[config.mk]
export PLATFORM = sky130hd
export DESIGN_NAME = irq_status_ctrl
export DESIGN_NICKNAME = d
export VERILOG_FILES = /design/src/rtl/irq_pkg.sv /design/src/rtl/irq_latch_bits.sv /design/src/rtl/irq_grp_summary.sv /design/src/rtl/irq_merge.sv /design/src/rtl/irq_status_ctrl.sv
export SDC_FILE = /design/constraint.sdc
export NUM_CORES = 1
export LEC_CHECK = 0
export BUFFER_PORTS_ARGS = -buffer_cell sky130_fd_sc_hd__buf_2
export CAP_MARGIN = 20
export CELL_PAD_IN_SITES_DETAIL_PLACEMENT = 1
export CELL_PAD_IN_SITES_GLOBAL_PLACEMENT = 1
export CORE_MARGIN = 1
export CORE_UTILIZATION = 26
export CTS_CLUSTER_SIZE = 10
export DETAILED_ROUTE_END_ITERATION = 7
export MAX_ROUTING_LAYER = met4
export PLACE_DENSITY = 0.72
export REMOVE_ABC_BUFFERS = 1
export SKIP_CTS_REPAIR_TIMING = 1
export SLEW_MARGIN = 20
export SYNTH_ARGS = -nofsm -noshare
export SYNTH_HDL_FRONTEND = slang
export SYNTH_HIERARCHICAL = 1
export SYNTH_SLANG_ARGS = --single-unit
export TNS_END_PERCENT = 10
[constraint.sdc]
create_clock -name clk -period 1.35 [get_ports clk]
set_input_delay 0.2025 -clock clk [delete_from_list [all_inputs] [get_ports clk]]
set_output_delay 0.2025 -clock clk [all_outputs]
set_load 0.05 [all_outputs]
[src/rtl/irq_pkg.sv]
package irq_pkg;
  localparam int NSRC    = 6;
  localparam int B_RCV   = 0;
  localparam int B_TXD   = 1;
  localparam int B_TXE   = 2;
  localparam int B_ALLOC = 3;
  localparam int B_OVRN  = 4;
  localparam int B_GRP   = 5;
  localparam int NLATCH  = 3;
endpackage

[src/rtl/irq_latch_bits.sv]
module irq_latch_bits #(
  parameter int W = 3
) (
  input  logic         clk,
  input  logic         rst,
  input  logic [W-1:0] set,
  input  logic [W-1:0] clr,
  output logic [W-1:0] q
);
  for (genvar i = 0; i < W; i++) begin : g_bit
    always_ff @(posedge clk) begin
      if (rst)         q[i] <= 1'b0;
      else if (set[i]) q[i] <= 1'b1;
      else if (clr[i]) q[i] <= 1'b0;
    end

    assert_set_wins_R7: assert property (@(posedge clk) disable iff (rst)
      set[i] |=> q[i]);
    assert_clear_R11: assert property (@(posedge clk) disable iff (rst)
      (!set[i] && clr[i]) |=> !q[i]);
    assert_hold_R11: assert property (@(posedge clk) disable iff (rst)
      (!set[i] && !clr[i]) |=> $stable(q[i]));
  end
endmodule

[src/rtl/irq_grp_summary.sv]
module irq_grp_summary #(
  parameter int GRP_W = 4
) (
  input  logic             clk,
  input  logic             rst,
  input  logic [GRP_W-1:0] evt,
  input  logic [GRP_W-1:0] clr,
  output logic [GRP_W-1:0] flags,
  output logic             any
);
  irq_latch_bits #(.W(GRP_W)) u_flags (
    .clk(clk), .rst(rst), .set(evt), .clr(clr), .q(flags)
  );

  assign any = |flags;

  assert_grp_set_R8: assert property (@(posedge clk) disable iff (rst)
    (|evt) |=> any);
endmodule

[src/rtl/irq_merge.sv]
module irq_merge #(
  parameter int N = 6
) (
  input  logic         clk,
  input  logic         rst,
  input  logic         mask_we,
  input  logic [N-1:0] mask_wdata,
  input  logic [N-1:0] status,
  output logic [N-1:0] mask,
  output logic         irq
);
  logic [N-1:0] gated;

  always_ff @(posedge clk) begin
    if (rst)          mask <= '0;
    else if (mask_we) mask <= mask_wdata;
  end

  assign gated = status & mask;

  always_ff @(posedge clk) begin
    if (rst) irq <= 1'b0;
    else     irq <= |gated;
  end

  assert_mask_load_R9: assert property (@(posedge clk) disable iff (rst)
    mask_we |=> (mask == $past(mask_wdata)));
  assert_mask_hold_R9: assert property (@(posedge clk) disable iff (rst)
    !mask_we |=> $stable(mask));
  assert_irq_lag_R10: assert property (@(posedge clk) disable iff (rst)
    1'b1 |=> (irq == $past(|(status & mask))));
endmodule

[src/rtl/irq_status_ctrl.sv]
module irq_status_ctrl #(
  parameter int GRP_W = 4
) (
  input  logic                      clk,
  input  logic                      rst,
  input  logic                      rx_pending,
  input  logic                      txdone_pending,
  input  logic                      txq_empty,
  input  logic                      alloc_evt,
  input  logic                      ovrn_evt,
  input  logic [GRP_W-1:0]          grp_evt,
  input  logic [GRP_W-1:0]          grp_clr,
  input  logic                      mask_we,
  input  logic [irq_pkg::NSRC-1:0]  mask_wdata,
  input  logic                      ack_we,
  input  logic [irq_pkg::NSRC-1:0]  ack_wdata,
  output logic [irq_pkg::NSRC-1:0]  status,
  output logic [irq_pkg::NSRC-1:0]  mask,
  output logic [GRP_W-1:0]          grp_flags,
  output logic                      irq
);
  import irq_pkg::*;

  logic                rcv_q, txd_q;
  logic [NLATCH-1:0]   lat_set, lat_clr, lat_q;
  logic                grp_any;
  logic                unused_ack;

  always_ff @(posedge clk) begin
    if (rst) begin
      rcv_q <= 1'b0;
      txd_q <= 1'b0;
    end else begin
      rcv_q <= rx_pending;
      txd_q <= txdone_pending;
    end
  end

  assign lat_set = {ovrn_evt, alloc_evt, txq_empty};
  assign lat_clr = {NLATCH{ack_we}} & ack_wdata[B_OVRN:B_TXE];
  assign unused_ack = ^{ack_wdata[B_RCV], ack_wdata[B_TXD], ack_wdata[B_GRP]};

  irq_latch_bits #(.W(NLATCH)) u_lat (
    .clk(clk), .rst(rst), .set(lat_set), .clr(lat_clr), .q(lat_q)
  );

  irq_grp_summary #(.GRP_W(GRP_W)) u_grp (
    .clk(clk), .rst(rst), .evt(grp_evt), .clr(grp_clr),
    .flags(grp_flags), .any(grp_any)
  );

  assign status = {grp_any, lat_q, txd_q, rcv_q};

  irq_merge #(.N(NSRC)) u_merge (
    .clk(clk), .rst(rst), .mask_we(mask_we), .mask_wdata(mask_wdata),
    .status(status), .mask(mask), .irq(irq)
  );

  assert_rcv_level_R2: assert property (@(posedge clk) disable iff (rst)
    1'b1 |=> (status[B_RCV] == $past(rx_pending)));
  assert_txd_level_R3: assert property (@(posedge clk) disable iff (rst)
    1'b1 |=> (status[B_TXD] == $past(txdone_pending)));
  assert_txe_sticky_R4: assert property (@(posedge clk) disable iff (rst)
    txq_empty |=> status[B_TXE]);
  assert_alloc_set_R5: assert property (@(posedge clk) disable iff (rst)
    alloc_evt |=> status[B_ALLOC]);
  assert_ovrn_set_R6: assert property (@(posedge clk) disable iff (rst)
    ovrn_evt |=> status[B_OVRN]);
endmodule

==> out/metrics.json <==
{
  "initial_utilization_pct": 27.5,
  "ctsLongestPathBuffers": 2,
  "clock_tree_from_tritoncts": "yes",
  "timing.final.setup_violations": 1,
  "critical_path_arrival_ns": 1.33,
  "achievable-frequency_mhz": 653,
  "timing.final.ws_setup_ns": -0.180,
  "io_buffer_count": 42,
  "crit_chain": "or4_4, buf_8",
  "synth.area.top_cells": "sky130_fd_sc_hd__dfxtp_1 53%, sky130_fd_sc_hd__mux2i_1 9.9%, sky130_fd_sc_hd__nand2b_1 7.2%",
  "detail_route.wl_per_cell_um": 10.7,
  "layout_worst_path_cycle_share_pct": 113,
  "setup.worst_path.start_class": "flip-flop",
  "track_usage_pct": 13.1,
  "pre_cts_slack_ns": 0.0508,
  "slew_violations": 0,
  "routed_wirelength_mm": 1.44,
  "final_antenna_net_count": 0,
  "fp-row-count": 17,
  "cap_viol_max_count": 0,
  "die-area_um2": 2540,
  "maximum_number_of_pins_on_one_net_before_global_route_repair": 17,
  "worstMarginPinSlew_ns": 0.285,
  "clock_tree.root_cell": "sky130_fd_sc_hd__clkbuf_4",
  "most_common_cell_after_layout_fill_and_taps_aside": "sky130_fd_sc_hd__buf_2",
  "routed-via-count": 585,
  "vdd.ir_drop.worst_mv": 0.623,
  "total_leakage_power_nw": 0.475,
  "post-route-drc-count": 0,
  "total_power_mw": 1.09,
  "clkTransAtPathRegs_ns": 0.09,
  "areaGrowthSynthToFinish_pct": 46.6,
  "number_of_antenna_violations_at_the_first_check_in_global_routing": 0,
  "grt_pass1_vias": 558,
  "core_area_um2": 2210,
  "synth.yosys.seq_area_share_pct": 52.6,
  "final_number_of_hold_violating_endpoints": 0,
  "detailedRoute.firstIterationViolations": 2,
  "avgViaCountPerCell": 4.33,
  "cts.sinks": 16,
  "yosysTopAreaCell": "sky130_fd_sc_hd__dfxtp_1",
  "failed_checks": "negative setup slack",
  "status": "finished, violations left",
  "crit_required_ns": 1.15,
  "clk-insertion-delay-late_ns": 0.27,
  "layout_min_cycle_time_ns": 1.53,
  "antenna_cells": 0,
  "grt_overflow_total": 0,
  "clock_skew_ns": 0.000716,
  "fin_nets": 137,
  "critPathMaxFanout": 3,
  "timing.critical_path.slowest_cell_delay_ns": 0.55,
  "layout_cells_sized_above_1_pct": 48.6,
  "layout.core_utilization_pct": 40.4,
  "synth_seq_cells": 16,
  "die-width_um": 50.4,
  "synth_largest_type_area_fraction_pct": 52.6,
  "rsz0062_at_grt": "yes",
  "final_cell_mix": "41 x sky130_fd_sc_hd__buf_2, 14 x sky130_fd_sc_hd__dfxtp_1, 7 x sky130_fd_sc_hd__inv_1, 7 x sky130_fd_sc_hd__nand2b_1, 7 x sky130_fd_sc_hd__a21oi_1",
  "power.density_nw_per_um2": 1220,
  "critical_path_class": "reg -> out",
  "grt_pass1_wl_mm": 2.39,
  "die_y_um": 50.4,
  "synthesis.area_per_instance_um2": 9.67,
  "h-tree-depth": 1,
  "post_synth_num_cell_types": 13,
  "timing.slew.headroom_pct": 81.0,
  "synth_area_um2": 609,
  "floorplan.io_pins": 46,
  "cell_with_the_largest_stage_delay_on_the_worst_path": "sky130_fd_sc_hd__or4_4",
  "cts_buffers": 3,
  "synthCells": 63,
  "routabilityCongestion": 0.677,
  "worst_setup_path_end_kind": "output pin",
  "detailed_place_hpwl_mm": 1.19,
  "yosys_warnings": 6,
  "worst_hold_path_type": "in -> reg",
  "firstDrtPassIters": 4
}
## worst paths after layout
path                                                 startpoint                               to  slack (ns)  cells after the start
worst min-delay path                                 rx_pending                 rcv_q$_SDFF_PP0_        0.13                      2
worst min register to register  u_grp/u_flags/q[1]$_SDFFE_PP0P_  u_grp/u_flags/q[1]$_SDFFE_PP0P_        0.48                      2
worst max register to register  u_grp/u_flags/q[0]$_SDFFE_PP0P_           u_merge/irq$_SDFF_PP0_           0                      4
worst max-delay path            u_grp/u_flags/q[0]$_SDFFE_PP0P_                        status[5]       -0.18                      2
## cell type report
class | count | area (um^2)
Inverter | 7 | 26.3
Fill cell | 292 | 1320
Tap cell | 28 | 35.0
Multi-Input combinational cell | 36 | 238
Sequential cell | 16 | 323
Clock buffer | 4 | 36.3
Timing Repair Buffer | 44 | 235
## cell families after synthesis
| logic type | synth area share (%) |
|---|---|
| muxes | 9.86 |
| DFF | 52.6 |
| buffers and inverters | 9.86 |
| and+or+nand+nor | 17.2 |
| AOI/OAI and AO/OA | 10.5 |
## power by group
part | switching, mW | internal, mW
Clock | 0.140 | 0.164
Sequential | 0.0207 | 0.503
Combinational | 0.170 | 0.0903
Total | 0.331 | 0.758
## critical path: cells and delay by family (launching register included)
kind / cells / cell delay, ns
simple gates: 1 / 0.55
flops: 1 / 0.34
buf+inv: 1 / 0.17
## sequential cells by signal, summed over array words and instances, names as in the netlist
register and count:
rcv_q 1, u_merge/mask 6, u_grp/u_flags/q 4, txd_q 1
u_lat/q 3, u_merge/irq 1
## stage by stage
step / hold slack, ns / instance area (um^2) / TNS, ns / cells
2_1_floorplan: 0.272 / 576 / -0.556 / 59
3_3_place_gp: 0.413 / 821 / 0 / 129
3_5_place_dp: 0.427 / 821 / 0 / 129
4_1_cts: 0.126 / 857 / -0.277 / 133
5_1_grt: 0.119 / 893 / -0.283 / 135
6_report: 0.134 / 893 / -0.180 / 135
## cell usage after synthesis
| library cell | count |
|---|---|
| sky130_fd_sc_hd__buf_6 | 1 |
| sky130_fd_sc_hd__or4_1 | 1 |
| sky130_fd_sc_hd__nor2b_1 | 2 |
| sky130_fd_sc_hd__inv_1 | 7 |
| sky130_fd_sc_hd__and2_1 | 3 |
| sky130_fd_sc_hd__a22oi_1 | 3 |
| sky130_fd_sc_hd__dfxtp_1 | 16 |
| sky130_fd_sc_hd__a21oi_1 | 7 |
| sky130_fd_sc_hd__nand2b_1 | 7 |
| sky130_fd_sc_hd__nor2_1 | 6 |
| sky130_fd_sc_hd__a31oi_1 | 1 |
| sky130_fd_sc_hd__mux2i_1 | 6 |
| sky130_fd_sc_hd__buf_4 | 3 |
## layer usage
metal | global-route usage (%) | part of all wire [%]
met1 | 15.0 | 40
met2 | 21.3 | 50
met3 | 3.64 | 8.8
met4 | 5.56 | 0.69
met5 | - | 0
(Power assumes the default switching activity.)
